`config.mk`:
```
export PLATFORM = sky130hd
export DESIGN_NAME = acc_cpu_core
export DESIGN_NICKNAME = d
export VERILOG_FILES = /design/src/rtl/acc_cpu_pkg.sv /design/src/rtl/acc_cpu_ctrl.sv /design/src/rtl/acc_cpu_datapath.sv /design/src/rtl/acc_cpu_mem.sv /design/src/rtl/acc_cpu_core.sv
export SDC_FILE = /design/constraint.sdc
export NUM_CORES = 2
export LEC_CHECK = 0
export CAP_MARGIN = 20
export CORE_ASPECT_RATIO = 1.75
export CORE_UTILIZATION = 30
export DETAILED_ROUTE_END_ITERATION = 10
export SLEW_MARGIN = 10
export SYNTH_ARGS = -nofsm -noshare
export SYNTH_HDL_FRONTEND = slang
export SYNTH_HIERARCHICAL = 1
export SYNTH_MEMORY_MAX_BITS = 65536
export SYNTH_SLANG_ARGS = --single-unit
export TNS_END_PERCENT = 1
```
`constraint.sdc`:
```
create_clock -name clk_i -period 4.9 [get_ports clk_i]
set_input_delay 0.49 -clock clk_i [delete_from_list [all_inputs] [get_ports clk_i]]
set_output_delay 0.49 -clock clk_i [all_outputs]
set_load 0.05 [all_outputs]
```
`src/rtl/acc_cpu_pkg.sv`:
```
package acc_cpu_pkg;
  localparam int DATA_W = 16;
  localparam int ADDR_W = 12;
  localparam int OPC_W  = DATA_W - ADDR_W;

  localparam logic [OPC_W-1:0] OPC_LOAD   = 4'h1;
  localparam logic [OPC_W-1:0] OPC_STORE  = 4'h2;
  localparam logic [OPC_W-1:0] OPC_ADD    = 4'h3;
  localparam logic [OPC_W-1:0] OPC_INPUT  = 4'h5;
  localparam logic [OPC_W-1:0] OPC_HALT   = 4'h7;
  localparam logic [OPC_W-1:0] OPC_SKIP   = 4'h8;
  localparam logic [OPC_W-1:0] OPC_LOADI  = 4'hD;
  localparam logic [OPC_W-1:0] OPC_STOREI = 4'hE;

  typedef enum logic [4:0] {
    S_FETCH0, S_FETCH1, S_DECODE,
    S_LD0, S_LD1, S_LD2,
    S_ADD0, S_ADD1, S_ADD2,
    S_ST0, S_ST1, S_ST2,
    S_IN0, S_IN1,
    S_SKIP,
    S_LI0, S_LI1, S_LI2, S_LI3, S_LI4,
    S_SI0, S_SI1, S_SI2, S_SI3, S_SI4,
    S_HALT
  } state_e;

  typedef enum logic [3:0] {
    UOP_NONE, UOP_MAR_PC, UOP_IR_MEM, UOP_MAR_IR, UOP_MAR_MBR,
    UOP_MBR_MEM, UOP_MBR_AC, UOP_AC_MBR, UOP_AC_ADD, UOP_MEM_WR,
    UOP_INREG_IN, UOP_AC_INREG, UOP_PC_INC
  } uop_e;
endpackage

```
`src/rtl/acc_cpu_ctrl.sv`:
```
module acc_cpu_ctrl
  import acc_cpu_pkg::*;
(
  input  logic             clk_i,
  input  logic             rst_ni,
  input  logic [OPC_W-1:0] opcode_i,
  input  logic [1:0]       cond_i,
  input  logic             ac_neg_i,
  input  logic             ac_zero_i,
  output uop_e             uop_o,
  output logic             halted_o
);
  state_e state_q, state_d;
  logic   skip_take;

  always_comb begin
    unique case (cond_i)
      2'b00:   skip_take = ac_neg_i;
      2'b01:   skip_take = ac_zero_i;
      2'b10:   skip_take = !ac_neg_i && !ac_zero_i;
      default: skip_take = 1'b0;
    endcase
  end

  always_comb begin
    state_d = S_FETCH0;
    unique case (state_q)
      S_FETCH0: state_d = S_FETCH1;
      S_FETCH1: state_d = S_DECODE;
      S_DECODE: begin
        unique case (opcode_i)
          OPC_LOAD:   state_d = S_LD0;
          OPC_STORE:  state_d = S_ST0;
          OPC_ADD:    state_d = S_ADD0;
          OPC_INPUT:  state_d = S_IN0;
          OPC_HALT:   state_d = S_HALT;
          OPC_SKIP:   state_d = S_SKIP;
          OPC_LOADI:  state_d = S_LI0;
          OPC_STOREI: state_d = S_SI0;
          default:    state_d = S_FETCH0;
        endcase
      end
      S_LD0:  state_d = S_LD1;
      S_LD1:  state_d = S_LD2;
      S_ADD0: state_d = S_ADD1;
      S_ADD1: state_d = S_ADD2;
      S_ST0:  state_d = S_ST1;
      S_ST1:  state_d = S_ST2;
      S_IN0:  state_d = S_IN1;
      S_LI0:  state_d = S_LI1;
      S_LI1:  state_d = S_LI2;
      S_LI2:  state_d = S_LI3;
      S_LI3:  state_d = S_LI4;
      S_SI0:  state_d = S_SI1;
      S_SI1:  state_d = S_SI2;
      S_SI2:  state_d = S_SI3;
      S_SI3:  state_d = S_SI4;
      S_HALT: state_d = S_HALT;
      default: state_d = S_FETCH0;
    endcase
  end

  always_comb begin
    unique case (state_q)
      S_FETCH0:                       uop_o = UOP_MAR_PC;
      S_FETCH1:                       uop_o = UOP_IR_MEM;
      S_LD0, S_ADD0, S_ST0,
      S_LI0, S_SI0:                   uop_o = UOP_MAR_IR;
      S_LD1, S_ADD1, S_LI1,
      S_LI3, S_SI1:                   uop_o = UOP_MBR_MEM;
      S_LI2, S_SI2:                   uop_o = UOP_MAR_MBR;
      S_LD2, S_LI4:                   uop_o = UOP_AC_MBR;
      S_ADD2:                         uop_o = UOP_AC_ADD;
      S_ST1, S_SI3:                   uop_o = UOP_MBR_AC;
      S_ST2, S_SI4:                   uop_o = UOP_MEM_WR;
      S_IN0:                          uop_o = UOP_INREG_IN;
      S_IN1:                          uop_o = UOP_AC_INREG;
      S_SKIP:                         uop_o = skip_take ? UOP_PC_INC : UOP_NONE;
      default:                        uop_o = UOP_NONE;
    endcase
  end

  always_ff @(posedge clk_i or negedge rst_ni) begin
    if (!rst_ni) state_q <= S_FETCH0;
    else         state_q <= state_d;
  end

  assign halted_o = (state_q == S_HALT);

  AST_FETCH_SEQ: assert property (@(posedge clk_i) disable iff (!rst_ni)
    state_q == S_FETCH0 |=> state_q == S_FETCH1);
  AST_HALT_HOLD: assert property (@(posedge clk_i) disable iff (!rst_ni)
    state_q == S_HALT |=> state_q == S_HALT);
  AST_WRITE_ENDS: assert property (@(posedge clk_i) disable iff (!rst_ni)
    uop_o == UOP_MEM_WR |=> state_q == S_FETCH0);
endmodule

```
`src/rtl/acc_cpu_datapath.sv`:
```
module acc_cpu_datapath
  import acc_cpu_pkg::*;
(
  input  logic              clk_i,
  input  logic              rst_ni,
  input  uop_e              uop_i,
  input  logic [DATA_W-1:0] in_data_i,
  input  logic [DATA_W-1:0] mem_rdata_i,
  output logic [OPC_W-1:0]  opcode_o,
  output logic [1:0]        cond_o,
  output logic              ac_neg_o,
  output logic              ac_zero_o,
  output logic              mem_we_o,
  output logic [ADDR_W-1:0] mar_o,
  output logic [DATA_W-1:0] mbr_o,
  output logic [ADDR_W-1:0] pc_o,
  output logic [DATA_W-1:0] ac_o
);
  logic [ADDR_W-1:0] pc_q, mar_q;
  logic [DATA_W-1:0] ir_q, mbr_q, ac_q, inreg_q;

  always_ff @(posedge clk_i or negedge rst_ni) begin
    if (!rst_ni) begin
      pc_q    <= '0;
      mar_q   <= '0;
      ir_q    <= '0;
      mbr_q   <= '0;
      ac_q    <= '0;
      inreg_q <= '0;
    end else begin
      unique case (uop_i)
        UOP_MAR_PC:   mar_q   <= pc_q;
        UOP_IR_MEM:   begin ir_q <= mem_rdata_i; pc_q <= pc_q + 1'b1; end
        UOP_MAR_IR:   mar_q   <= ir_q[ADDR_W-1:0];
        UOP_MAR_MBR:  mar_q   <= mbr_q[ADDR_W-1:0];
        UOP_MBR_MEM:  mbr_q   <= mem_rdata_i;
        UOP_MBR_AC:   mbr_q   <= ac_q;
        UOP_AC_MBR:   ac_q    <= mbr_q;
        UOP_AC_ADD:   ac_q    <= ac_q + mbr_q;
        UOP_INREG_IN: inreg_q <= in_data_i;
        UOP_AC_INREG: ac_q    <= inreg_q;
        UOP_PC_INC:   pc_q    <= pc_q + 1'b1;
        default: ;
      endcase
    end
  end

  assign opcode_o  = ir_q[DATA_W-1:ADDR_W];
  assign cond_o    = ir_q[ADDR_W-1:ADDR_W-2];
  assign ac_neg_o  = ac_q[DATA_W-1];
  assign ac_zero_o = (ac_q == '0);
  assign mem_we_o  = (uop_i == UOP_MEM_WR);
  assign mar_o     = mar_q;
  assign mbr_o     = mbr_q;
  assign pc_o      = pc_q;
  assign ac_o      = ac_q;

  AST_PC_STEP: assert property (@(posedge clk_i) disable iff (!rst_ni)
    !$stable(pc_q) |-> pc_q == $past(pc_q) + 1'b1);
  AST_IR_LOAD: assert property (@(posedge clk_i) disable iff (!rst_ni)
    !$stable(ir_q) |-> $past(uop_i) == UOP_IR_MEM);
  AST_AC_WRITERS: assert property (@(posedge clk_i) disable iff (!rst_ni)
    !$stable(ac_q) |-> $past(uop_i inside {UOP_AC_MBR, UOP_AC_ADD, UOP_AC_INREG}));
endmodule

```
`src/rtl/acc_cpu_mem.sv`:
```
module acc_cpu_mem #(
  parameter int DATA_W = 16,
  parameter int ADDR_W = 12,
  parameter int MEM_AW = 8
) (
  input  logic              clk_i,
  input  logic              we_i,
  input  logic [ADDR_W-1:0] waddr_i,
  input  logic [DATA_W-1:0] wdata_i,
  input  logic [ADDR_W-1:0] raddr_i,
  output logic [DATA_W-1:0] rdata_o
);
  localparam int DEPTH = 1 << MEM_AW;

  logic [DATA_W-1:0] mem_q [DEPTH];

  always_ff @(posedge clk_i) begin
    if (we_i) mem_q[waddr_i[MEM_AW-1:0]] <= wdata_i;
  end

  assign rdata_o = mem_q[raddr_i[MEM_AW-1:0]];

  generate
    if (MEM_AW < ADDR_W) begin : g_upper
      logic unused_hi;
      assign unused_hi = ^{waddr_i[ADDR_W-1:MEM_AW], raddr_i[ADDR_W-1:MEM_AW]};
    end
  endgenerate
endmodule

```
`src/rtl/acc_cpu_core.sv`:
```
module acc_cpu_core
  import acc_cpu_pkg::*;
#(
  parameter int MEM_AW = 8
) (
  input  logic              clk_i,
  input  logic              rst_ni,
  input  logic [DATA_W-1:0] in_data_i,
  input  logic              prog_we_i,
  input  logic [ADDR_W-1:0] prog_addr_i,
  input  logic [DATA_W-1:0] prog_data_i,
  output logic              halted_o,
  output logic [ADDR_W-1:0] pc_o,
  output logic [DATA_W-1:0] ac_o,
  output logic              mem_we_o,
  output logic [ADDR_W-1:0] mem_addr_o,
  output logic [DATA_W-1:0] mem_wdata_o
);
  uop_e              uop;
  logic [OPC_W-1:0]  opcode;
  logic [1:0]        cond;
  logic              ac_neg, ac_zero, cpu_we;
  logic [ADDR_W-1:0] mar;
  logic [DATA_W-1:0] mbr, rdata;

  acc_cpu_ctrl u_ctrl (
    .clk_i, .rst_ni,
    .opcode_i (opcode),
    .cond_i   (cond),
    .ac_neg_i (ac_neg),
    .ac_zero_i(ac_zero),
    .uop_o    (uop),
    .halted_o (halted_o)
  );

  acc_cpu_datapath u_dp (
    .clk_i, .rst_ni,
    .uop_i      (uop),
    .in_data_i  (in_data_i),
    .mem_rdata_i(rdata),
    .opcode_o   (opcode),
    .cond_o     (cond),
    .ac_neg_o   (ac_neg),
    .ac_zero_o  (ac_zero),
    .mem_we_o   (cpu_we),
    .mar_o      (mar),
    .mbr_o      (mbr),
    .pc_o       (pc_o),
    .ac_o       (ac_o)
  );

  acc_cpu_mem #(.DATA_W(DATA_W), .ADDR_W(ADDR_W), .MEM_AW(MEM_AW)) u_mem (
    .clk_i,
    .we_i   (prog_we_i | cpu_we),
    .waddr_i(prog_we_i ? prog_addr_i : mar),
    .wdata_i(prog_we_i ? prog_data_i : mbr),
    .raddr_i(mar),
    .rdata_o(rdata)
  );

  assign mem_we_o    = cpu_we;
  assign mem_addr_o  = mar;
  assign mem_wdata_o = mbr;
endmodule

```
# Yosys cells after proc, flatten, opt, wreduce, memory -nomap -nowiden
# Memory sizes are Yosys's and may differ from the RTL's.
# Index checks and enable logic that the tools add are counted.
# W data, S select, Z words.
# totals
register_bits	93
latch_bits	0
ramBits	4096
rom_bits	80
wordCells	78
n_memories	2
# mem_list
memory	depth	width	read_ports	rd_ports_with_merged_regs	write_ports	line	text
u_mem.mem_q	256	16	1	0	1	acc_cpu_mem.sv:15	logic [DATA_W-1:0] mem_q [DEPTH];
(name not given)	16	5	1	0	0	acc_cpu_ctrl.sv:31	unique case (opcode_i)
# classes
n_addsub	2
multipliers	0
div	0
magnitude_cmp	0
eq_ne	39
shift	0
mux	11
bitwise_logic	1
n_reduce_logical	16
# op_table
op	count
$pmux W5 S19	1
$eq A5 B5 Y1 const B	10
$pmux W16 S3	1
$pmux W4 S12	1
$eq A5 B4 Y1 const B	8
$pmux W12 S3	1
$pmux W16 S2	1
$eq A4 B4 Y1 const B	5
$eq A5 B3 Y1 const B	4
$add A16 B16 Y16	1
$eq A4 B3 Y1 const B	4
$logic_not A16 Y1	1
$mux W16	1
$add A12 B1 Y12 const B	1
$eq A5 B2 Y1 const B	2
$reduce_or A2 Y1	5
$reduce_or A5 Y1	2
$eq A4 B2 Y1 const B	2
$mux W8	1
$reduce_bool A3 Y1	2
$eq A5 B1 Y1 const B	1
$logic_not A5 Y1	1
$eq A4 B1 Y1 const B	1
$mux W4	1
other kinds (9)	11

# Logic depth before layout (Yosys ltp)
# logic_depth
word_depth	10
mapped_depth	16
ltp_nobuf	12

# By module
# Netlist, hierarchy kept.
# modules_own_cells
module	n_inst	cells_each	area_each_um2
acc_cpu_mem	1	7344	158394.4
acc_cpu_datapath	1	471	4907.2
acc_cpu_ctrl	1	105	772.0
acc_cpu_core	1	32	382.9

# Least setup slack after synthesis
# Ideal clock, no wire load.
# synth_timing
path_kind	reg2reg
startpoint	register u_dp.ac_q[11] (netlist: u_dp/ac_o[11])
endpoint	memory u_mem.mem_q[234][0], enable pin
arrival_ns	5.366
required_time_ns	4.512
path_slack_ns	-0.854
path_stages_with_launch	16
synth_period_minus_slack_ns	5.754
cell_sequence	dfrtp_1 nor4_1 and4_1 nor4b_1 nor3_1 o41ai_1 nand2b_1 buf_2 buf_1 nor2_1 or2_1 clkbuf_1 clkbuf_1 nand3_1 clkbuf_1 nor2_1
# synth_via
elab_chain_cells	10
# synth_rtl
element	line	text
start, declared	acc_cpu_datapath.sv:20	logic [DATA_W-1:0] ir_q, mbr_q, ac_q, inreg_q;
start signal, assigned	acc_cpu_datapath.sv:38	UOP_AC_MBR: ac_q <= mbr_q;
start signal, assigned	acc_cpu_datapath.sv:39	UOP_AC_ADD: ac_q <= ac_q + mbr_q;
start signal, assigned	acc_cpu_datapath.sv:41	UOP_AC_INREG: ac_q <= inreg_q;
$logic_not A16 Y1 (*)	acc_cpu_datapath.sv:51	assign ac_zero_o = (ac_q == '0);
net ac_zero	acc_cpu_core.sv:22	logic ac_neg, ac_zero, cpu_we;
$logic_not A1 Y1	acc_cpu_ctrl.sv:20	2'b10: skip_take = !ac_neg_i && !ac_zero_i;
$logic_and A1 B1 Y1	acc_cpu_ctrl.sv:20	
$pmux W1 S3 (*)	acc_cpu_ctrl.sv:17	unique case (cond_i)
$mux W4 (*)	acc_cpu_ctrl.sv:78	S_SKIP: uop_o = skip_take ? UOP_PC_INC : UOP_NONE;
$pmux W4 S12 (*)	acc_cpu_ctrl.sv:64	unique case (state_q)
net uop[3]	acc_cpu_core.sv:19	uop_e uop;
$eq A4 B4 Y1 (*)	acc_cpu_datapath.sv:52	assign mem_we_o = (uop_i == UOP_MEM_WR);
net mem_we_o	acc_cpu_core.sv:15	output logic mem_we_o,
$or A1 B1 Y1 (*)	acc_cpu_core.sv:54	.we_i (prog_we_i | cpu_we),
$mux W1 (*)	acc_cpu_mem.sv:18	if (we_i) mem_q[waddr_i[MEM_AW-1:0]] <= wdata_i;
$mux W1 (not written as such) (*)	acc_cpu_mem.sv:18	
end, declared	acc_cpu_mem.sv:15	
# Mark *: on every way through the listed nets, which the timed path passes. The rest lies on a longest branch.

# Final worst setup path
# layout_timing
startpoint	register u_dp.mar_q[0] (netlist: u_dp/mar_o[0])
endpoint	register u_dp.mbr_q[15] (netlist: u_dp/mbr_o[15])
# layout_via
elab_chain_cells	2
# layout_rtl
element	line	text
start, declared	acc_cpu_datapath.sv:19	logic [ADDR_W-1:0] pc_q, mar_q;
start signal, assigned	acc_cpu_datapath.sv:32	UOP_MAR_PC: mar_q <= pc_q;
start signal, assigned	acc_cpu_datapath.sv:34	UOP_MAR_IR: mar_q <= ir_q[ADDR_W-1:0];
start signal, assigned	acc_cpu_datapath.sv:35	UOP_MAR_MBR: mar_q <= mbr_q[ADDR_W-1:0];
$mem_v2 Z256 W16	n/a	
net rdata[15]	acc_cpu_core.sv:24	logic [DATA_W-1:0] mbr, rdata;
$pmux W16 S2	acc_cpu_datapath.sv:31	unique case (uop_i)
end signal, assigned	acc_cpu_datapath.sv:36	UOP_MBR_MEM: mbr_q <= mem_rdata_i;
end signal, assigned	acc_cpu_datapath.sv:37	UOP_MBR_AC: mbr_q <= ac_q;
end, declared	acc_cpu_datapath.sv:20	
# The timed path passes the listed nets, and every way through them passes these cells.
# A chain may end at the register's enable or synchronous reset.

==> results.py <==
metrics = {
    "status": {
        "status": "complete, but fails checks",
        "violations": "setup timing",
    },
    "power_and_ir_drop": {
        "irDropWorstVdd_mv": 0.509,
        "p_clk_frac": 0.261,
        "pwr-share-comb": 0.332,
        "switching_share": 0.338,
        "leakagePower_nw": 58.9,
        "p_seq_frac": 0.407,
        "p_total_mw": 107,
        "power.internal_mw": 70.7,
        "p_switching_mw": 36.1,
        "power.density_nw_per_um2": 563,
    },
    "clock_tree": {
        "insertion_delay_ps": 980,
        "cts_sinks": 4189,
        "root_buffer": "clkbuf_16",
        "postCtsSetupRepairBufs": 0,
        "clk_transition_reported_paths_ps": 80,
        "cts-buffers-inserted": 333,
        "tritoncts": "built",
        "htree_levels": 5,
        "clock_path_buffers": 4,
    },
    "die": {
        "core_um2": 546000,
        "start_util": 0.301,
        "fp.dieW_um": 562,
        "fp.dieH_um": 981,
        "dieArea_um2": 551000,
        "ios": 105,
        "num_rows": 359,
    },
    "cells_and_area": {
        "layout-drive-gt1-share": 0.261,
        "mostFrequentLayoutCell": "edfxtp_1",
        "layout_common_cells": "4096 x edfxtp_1, 797 x mux4_2, 591 x mux2i_1",
        "fin_area_um2": 190000,
        "syn_to_final_growth_pct": 15.3,
        "fin_nets": 8613,
    },
    "drt": {
        "drt_wl_total_mm": 473,
        "drt_iter0_drc": 7937,
        "routedWlPerCell_um": 29.5,
        "route.detailed.drc": 0,
        "num_vias": 82600,
        "detail-route-antenna-nets": 0,
        "viasPerCell": 5.15,
        "dr.pass1.iters": 6,
    },
    "timing": {
        "period_share": 1.03,
        "fmax_ghz": 0.199,
        "rsz0062_at_grt": "true",
        "finalHoldViolCount": 0,
        "layout_min_cycle_time_ps": 5030,
        "tightest_slew_ps": 1190,
        "finClkSkew_ps": 71.7,
        "final_max_slew_viol_count": 0,
        "relSlewSlack": 0.206,
        "setup_viol_count_final": 1,
        "timing.hold.ws_ps": 18.0,
        "setup_slack_ps": -130,
    },
    "worst_setup_path": {
        "crit_required_ps": 5710,
        "start_kind": "flip-flop",
        "cpPeakStageDelay_ps": 760,
        "endpoint_kind": "flip-flop",
        "worst-path-buf-inv": 3,
        "arrival_ps": 5840,
        "path_max_fanout": 16,
        "critical-path-slowest-cell": "dfrtp_4",
        "crit_type": "flip-flop to flip-flop",
        "cp_cell_sequence": "buf_12, mux4_2, mux2_2, a22oi_1, buf_4, nand2_1, o32ai_2, nor4_4, buf_4, o21ai_0, o21ai_0, nor2_1, a221oi_1",
        "crit_family": "compound AO/OA/AOI/OAI gates",
    },
    "grt": {
        "grt_pass1_vias": 85300,
        "overflow": 0,
        "grt_max_degree": 133,
        "antenna_found_initial": 12,
        "grt_pass1_wl_mm": 660,
        "grt_use_total": 0.168,
    },
    "placement": {
        "postPlaceCellArea_um2": 179000,
        "preCtsSetupSlack_ps": -224,
        "port_buffers": 100,
        "hpwl_mm": 311,
        "place_congestion": 0.931,
    },
    "synthesis": {
        "yosys_warnings": 6,
        "syn-mean-instance-area_um2": 20.7,
        "syn_area_um2": 164000,
        "synth_cells": 7948,
        "syn_nets": 8016,
    },
    "min_path": {
        "hold_class": "input pin to asynchronous set/reset pin",
    },
    "flow_run": {
        "max_cap_violations": 0,
    },
}
[sequential cells by signal, indices dropped and copies added, names as in the netlist]
signal and cells:
u_mem/mem_q 4096, u_dp/ac_o 16, u_dp/inreg_q 16, u_dp/ir_q 16
u_dp/mbr_o 16, u_dp/mar_o 12, u_dp/pc_o 12, u_ctrl/state_q 5
[worst reg2reg max path, stage by stage (launching register included)]
cell,delay (ps)
dfrtp_4,760
buf_12,280
mux4_2,530
mux2_2,280
a22oi_1,740
buf_4,240
nand2_1,410
o32ai_2,740
nor4_4,230
buf_4,220
o21ai_0,140
o21ai_0,140
nor2_1,110
a221oi_1,50
[repair_timing]
action / CTS / global route
resized for setup: 3 / 3
hold buffers: 1 / 0
pin swaps: 0 / 1
endpoints found under the hold margin: 32 / 0
setup endpoints to repair: 5 / 35
[path summary, 6_finish.rpt]
path,startpoint,to,slack (ps),cells after the start
worst max register to register,u_dp/mar_o[0],u_dp/mbr_o[15],-130,13
worst min register to register,u_dp/ir_q[0],u_dp/ir_q[0],520,1
max in group asynchronous,rst_ni,u_dp/mbr_o[13],3690,3
worst max-delay path,u_dp/mar_o[0],u_dp/mbr_o[15],-130,13
worst min-delay path,rst_ni,u_dp/pc_o[7],20,2
min in group clk_i,in_data_i[2],u_dp/inreg_q[2],140,2
[per-layer routing]
metal,vias up,GRT usage,part of all wire
met3,954,0.0182,0.049
met1,44100,0.170,0.32
li1,34500,-,-
met5,-,0,0.000027
met4,2,0.141,0.098
met2,3059,0.308,0.53
[stage by stage]
stage	util	TNS, ps	std cells
after floorplan	-	-406860	7948
final	0.347	-130	16000
after global placement	0.327	-833	15400
after detailed placement	0.327	-307	15400
after CTS	0.347	-19.4	16000
after global routing	0.347	-68.4	16000
[power groups by stage]
stage | Combinational (mW) | Sequential (mW) | Clock (mW)
5_1_grt | 36.6 | 43.4 | 29.4
2_1_floorplan | 20.9 | 44.3 | 0
3_5_place_dp | 35.3 | 44.2 | 0
4_1_cts | 35.4 | 43.4 | 28.3
6_report | 35.5 | 43.4 | 27.9
3_3_place_gp | 34.8 | 44.1 | 0
[area by class of cell]
type,instances,area (um^2)
Sequential cell,4189,125000
Clock buffer,386,8700
Timing Repair Buffer,760,7230
Inverter,20,87.6
Antenna cell,7,17.5
Tap cell,7220,9030
Clock inverter,214,2350
Fill cell,50200,356000
Multi-Input combinational cell,3241,36900
Note: power is estimated with default switching activity, not from simulation.
